$ cat src/rtl/job_splitter_pkg.sv
package job_splitter_pkg;
  typedef enum logic {
    SPLT_EMPTY = 1'b0,
    SPLT_HOLD  = 1'b1
  } splt_state_e;
endpackage

$ cat src/rtl/jsplit_piece_calc.sv
module jsplit_piece_calc #(
  parameter int ADDR_W    = 32,
  parameter int LEN_W     = 14,
  parameter int MAX_BYTES = 256
) (
  input  logic [ADDR_W-1:0]              cur_addr,
  input  logic [LEN_W-1:0]               cur_rem,
  output logic [$clog2(MAX_BYTES):0]     piece,
  output logic                           is_last
);
  localparam int OFFW   = $clog2(MAX_BYTES);
  localparam int OLEN_W = OFFW + 1;
  localparam int CW     = (LEN_W > OLEN_W) ? LEN_W : OLEN_W;

  logic [OFFW-1:0] offs;
  logic [CW-1:0]   room_w;
  logic [CW-1:0]   rem_w;
  logic [CW-1:0]   piece_w;

  always_comb begin
    offs    = cur_addr[OFFW-1:0];
    room_w  = CW'(MAX_BYTES) - CW'(offs);
    rem_w   = CW'(cur_rem);
    is_last = (rem_w <= room_w);
    piece_w = is_last ? rem_w : room_w;
    piece   = piece_w[OLEN_W-1:0];
  end
endmodule

$ cat src/rtl/jsplit_zero_filter.sv
module jsplit_zero_filter #(
  parameter int LEN_W     = 14,
  parameter bit DROP_ZERO = 1'b1
) (
  input  logic [LEN_W-1:0] in_bytes,
  output logic             drop
);
  generate
    if (DROP_ZERO) begin : g_filter
      assign drop = (in_bytes == '0);
    end else begin : g_pass
      assign drop = 1'b0;
    end
  endgenerate
endmodule

$ cat src/rtl/jsplit_job_reg.sv
module jsplit_job_reg
  import job_splitter_pkg::*;
#(
  parameter int ADDR_W = 32,
  parameter int LEN_W  = 14,
  parameter int STEP_W = 9
) (
  input  logic              clk,
  input  logic              rst_n,
  input  logic              load,
  input  logic [ADDR_W-1:0] load_addr,
  input  logic [LEN_W-1:0]  load_bytes,
  input  logic              advance,
  input  logic              finish,
  input  logic [STEP_W-1:0] step,
  output logic              busy,
  output logic [ADDR_W-1:0] cur_addr,
  output logic [LEN_W-1:0]  cur_rem
);
  splt_state_e state_q;

  always_ff @(posedge clk or negedge rst_n) begin
    if (!rst_n) begin
      state_q  <= SPLT_EMPTY;
      cur_addr <= '0;
      cur_rem  <= '0;
    end else if (load) begin
      state_q  <= SPLT_HOLD;
      cur_addr <= load_addr;
      cur_rem  <= load_bytes;
    end else if (finish) begin
      state_q  <= SPLT_EMPTY;
    end else if (advance) begin
      cur_addr <= cur_addr + ADDR_W'(step);
      cur_rem  <= cur_rem - LEN_W'(step);
    end
  end

  assign busy = (state_q == SPLT_HOLD);
endmodule

$ cat src/rtl/job_splitter.sv
module job_splitter #(
  parameter int ADDR_W    = 32,
  parameter int LEN_W     = 14,
  parameter int MAX_BYTES = 256,
  parameter bit DROP_ZERO = 1'b1
) (
  input  logic                          clk,
  input  logic                          rst_n,
  input  logic                          src_valid,
  output logic                          src_ready,
  input  logic [ADDR_W-1:0]             src_addr,
  input  logic [LEN_W-1:0]              src_bytes,
  output logic                          dst_valid,
  input  logic                          dst_ready,
  output logic [ADDR_W-1:0]             dst_addr,
  output logic [$clog2(MAX_BYTES):0]    dst_bytes
);
  localparam int OFFW   = $clog2(MAX_BYTES);
  localparam int OLEN_W = OFFW + 1;

  logic              busy;
  logic [ADDR_W-1:0] cur_addr;
  logic [LEN_W-1:0]  cur_rem;
  logic [OLEN_W-1:0] piece;
  logic              is_last;
  logic              drop;
  logic              take_piece;
  logic              finish;
  logic              load;

  jsplit_zero_filter #(.LEN_W(LEN_W), .DROP_ZERO(DROP_ZERO)) u_filter (
    .in_bytes (src_bytes),
    .drop     (drop)
  );

  jsplit_piece_calc #(.ADDR_W(ADDR_W), .LEN_W(LEN_W), .MAX_BYTES(MAX_BYTES)) u_calc (
    .cur_addr (cur_addr),
    .cur_rem  (cur_rem),
    .piece    (piece),
    .is_last  (is_last)
  );

  assign take_piece = busy & dst_ready;
  assign finish     = take_piece & is_last;
  assign src_ready  = ~busy | finish;
  assign load       = src_valid & src_ready & ~drop;

  jsplit_job_reg #(.ADDR_W(ADDR_W), .LEN_W(LEN_W), .STEP_W(OLEN_W)) u_reg (
    .clk        (clk),
    .rst_n      (rst_n),
    .load       (load),
    .load_addr  (src_addr),
    .load_bytes (src_bytes),
    .advance    (take_piece),
    .finish     (finish),
    .step       (piece),
    .busy       (busy),
    .cur_addr   (cur_addr),
    .cur_rem    (cur_rem)
  );

  assign dst_valid = busy;
  assign dst_addr  = cur_addr;
  assign dst_bytes = piece;

  assert_len_bound_R2: assert property (@(posedge clk) disable iff (!rst_n)
    dst_valid |-> (dst_bytes != '0) && (int'(dst_bytes) <= MAX_BYTES));

  assert_no_cross_R3: assert property (@(posedge clk) disable iff (!rst_n)
    dst_valid |-> (int'(dst_addr[OFFW-1:0]) + int'(dst_bytes) <= MAX_BYTES));

  assert_contiguous_R5: assert property (@(posedge clk) disable iff (!rst_n)
    (dst_valid && dst_ready && !src_ready) |=>
      (dst_valid && dst_addr == $past(dst_addr) + ADDR_W'($past(dst_bytes))));

  assert_ready_gate_R9: assert property (@(posedge clk) disable iff (!rst_n)
    (src_ready && dst_valid) |-> dst_ready);

  assert_hold_R10: assert property (@(posedge clk) disable iff (!rst_n)
    (dst_valid && !dst_ready) |=>
      (dst_valid && $stable(dst_addr) && $stable(dst_bytes)));

  generate
    if (DROP_ZERO) begin : g_zero_chk
      assert_zero_dropped_R7: assert property (@(posedge clk) disable iff (!rst_n)
        (src_valid && src_ready && src_bytes == '0) |=> !dst_valid);
    end
  endgenerate
endmodule

$ cat config.mk
export PLATFORM = sky130hd
export DESIGN_NAME = job_splitter
export DESIGN_NICKNAME = d
export VERILOG_FILES = /design/src/rtl/job_splitter_pkg.sv /design/src/rtl/jsplit_piece_calc.sv /design/src/rtl/jsplit_zero_filter.sv /design/src/rtl/jsplit_job_reg.sv /design/src/rtl/job_splitter.sv
export SDC_FILE = /design/constraint.sdc
export NUM_CORES = 1
export LEC_CHECK = 0
export ABC_AREA = 1
export BUFFER_PORTS_ARGS = -buffer_cell sky130_fd_sc_hd__buf_4
export CORE_MARGIN = 3
export CORE_UTILIZATION = 45
export DETAILED_ROUTE_END_ITERATION = 16
export PLACE_DENSITY = 0.79
export SKIP_LAST_GASP = 1
export SLEW_MARGIN = 20
export SYNTH_ARGS = -nofsm -noshare
export SYNTH_HDL_FRONTEND = slang
export SYNTH_SLANG_ARGS = --single-unit
$ cat constraint.sdc
create_clock -name clk -period 6.2 [get_ports clk]
set_input_delay 1.24 -clock clk [delete_from_list [all_inputs] [get_ports clk]]
set_output_delay 1.24 -clock clk [all_outputs]
set_load 0.03 [all_outputs]
==> results.md <==
- Status: finished, final reports clean
- Sequential fraction of the synthesis area: 26.5%
- Total grt overflow: 0
- Port Buffer Count: 92
- DRC errors left: 0
- Area delta synth->final: 18.6%
- Gr usage total: between 20% and 30%
- Max Fclk: ~0.21 GHz
- Design area: ~5300 um^2
- DRT antenna net count: 0
- PostCTS Resize Cnt: 0
- Unrepaired setup endpoints after global routing: false
- Ports: 93
- Core area: 9420 um^2
- Row count: 35
- Vias/cell: 5.31
- Placed cell count: ~890
- Class of the worst hold path: register to register
- Starting Density: 47.1%
- Worst-Margin Slew: approximately 1.1 ns
- Most numerous cell in the Yosys netlist: nand2_1
- Synth area leader: dfrtp_1
- Area contributors post-synth: dfrtp_1 27%, nand2_1 21%, nand3_1 13%
- Type of the worst setup path: register to primary output
- Largest net degree at the start of global routing: 60
- Number of synthesized register bits: 47
- Max-slew violation count: 0
- DIE HEIGHT: roughly 110 um
- Max FO, Critical Path: 19
- Clock Root Buffer: clkbuf_8
- DRT Pass-1 Iters: 5
- Clk slew on worst S/H paths: about 0.09 ns
- WP data required: slightly below 5 ns
- Per-cell routed wire length: around 14 um
- Post-synthesis net count: 770
- Post-synthesis cell area: approximately 4400 um^2
- Post-CTS Setup Bufs: 0
- Cells after synthesis: slightly below 700
- Final HPWL DP: slightly below 10000 um
- Placer Congestion: 0.963
- Ys Warns: 0
- Synth cell types: 37
- Post-synth EDFFs: 0
- Post-synth top area share: 26.5%
- FFs w/ async S/R, synth: 100%
- CTS Sinks: 47
- CTS tree: done
- H-tree depth: 2
- Layout cells sized above 1: 15.3%
- WP data arrival: 3.46 ns
- Die width: between 100 and 150 um
- Type of destination of the critical path: primary output
- Top_reg_cell synth: dfrtp_1
- Top cells by count, synth: 249 x nand2_1, 116 x nand3_1, 77 x inv_1
- Vias in the first global route: between 4000 and 5000
- Fin cells: approximately 900
- Worst reg2reg path depth: 28
- Syn Area/Cell: 6.43 um^2
- Cts-stage hold buffer count: 0
- Setup crit start kind: register
- Antenna Cells: 0
- DIE AREA: about 11000 um^2
- Fin nets: 850
- DR vias: 4774
- Number of DRC markers in iteration 0: between 200 and 250
- First-pass GRT wire length: roughly 22000 um
- Setup TNS: 0 ns
- Final Routed Wirelength: around 13000 um
- Antenna violations before repair: 0
- Worst Clk Skew: roughly 0.0061 ns
- Cell count of the worst hold path: 2
- Clk Latency, worst-skew pair: 0.30 ns
- CTS Buf Count: 5
- Max Root-Sink Buffers: 2
- Final Critical Period: around 4.7 ns
- Slew margin rel.: 29.1%
- Placed Area: roughly 5200 um^2
- Final period util: around three quarters
- Max-cap violations: 0
- Final hold violation count: 0
- Final Setup Violations: 0
## layout make-up
cell class	instances	area (um^2)
clock buffer	6	82.6
clock inverter	1	5.00
fill	943	4150
inverter	78	295
multi-input combinational	545	2840
sequential	47	1180
tap	129	161
timing repair buffer	93	698
## layout by cell type, fill, tap and decap left out, types with 3 or more instances in the layout
master	synthesis	routed
ha_1	28	28
o21ai_0	14	14
a21oi_1	14	14
nor2_2	3	3
o21bai_1	4	4
nor4_1	3	3
clkbuf_8	0	6
nand2_1	249	249
nand4_1	9	9
nor3_1	7	7
nor2_1	39	39
nand3_1	116	116
dfrtp_1	47	47
nand3b_1	10	10
or2_2	3	3
xor2_1	25	25
inv_1	77	77
buf_4	1	93
## logic make-up (layout without fill, tap and decap cells)
group / count (synthesis) / in the layout / synth area share [%]
AO/OA/AOI/OAI: 36 / 36 / 4.65
flip-flops: 47 / 47 / 26.5
XOR/XNOR: 27 / 27 / 5.33
adder cells (fa/ha/maj): 30 / 30 / 8.80
buffers and inverters: 98 / 178 / 9.39
AND/OR/NAND/NOR: 452 / 452 / 45.3
## path summary, 6_finish.rpt
kind / from / slack (ns) / to
max: u_reg.cur_addr[0]$_DFFE_PN0P_ / 1.50 / dst_bytes[2]
min: u_reg.cur_rem[13]$_DFFE_PN0P_ / 0.55 / u_reg.cur_rem[13]$_DFFE_PN0P_
max reg2reg: u_reg.cur_addr[0]$_DFFE_PN0P_ / 1.56 / u_reg.cur_addr[18]$_DFFE_PN0P_
min reg2reg: u_reg.cur_rem[13]$_DFFE_PN0P_ / 0.55 / u_reg.cur_rem[13]$_DFFE_PN0P_
max in group asynchronous: rst_n / 4.85 / u_reg.cur_rem[8]$_DFFE_PN0P_
min in group asynchronous: rst_n / 0.94 / u_reg.cur_rem[1]$_DFFE_PN0P_
## worst max-delay path: stages (launching register included)
cell     delay [ns]
dfrtp_1        0.44
inv_1          0.12
ha_1           0.21
nand3_1        0.10
or2_2          0.29
nor2_1         0.16
nand3_1        0.12
ha_1           0.33
nand4_2        0.13
nor2_4         0.16
nand2_1        0.08
nand2_2        0.09
nand2_4        0.12
o21ai_0        0.52
buf_4          0.27
## metal layers
metal	part of all wire (%)	GRT usage, %	vias to the layer above
met2	48	39.8	174
met3	6.3	3.67	27
met4	2.4	8.15	0
li1	-	-	2377
met5	0	0	-
met1	44	30.1	2196
## through the flow
stage                     utilization, %  setup slack (ns)  hold slack (ns)
final                               55.9              1.50            0.549
after global routing                55.9              1.07            0.587
after CTS                           55.9              1.47            0.557
after detailed placement            55.0              1.58            0.530
after global placement              55.0              1.80            0.513
after floorplan                        -              1.22            0.492
## registers in the layout (all words and copies together) (netlist names)
| register | count |
|---|---|
| u_reg.busy | 1 |
| u_reg.cur_addr | 32 |
| u_reg.cur_rem | 14 |
Power is not shown: default switching activity piles up to over one toggle a cycle in this logic, so the estimate is an artifact.
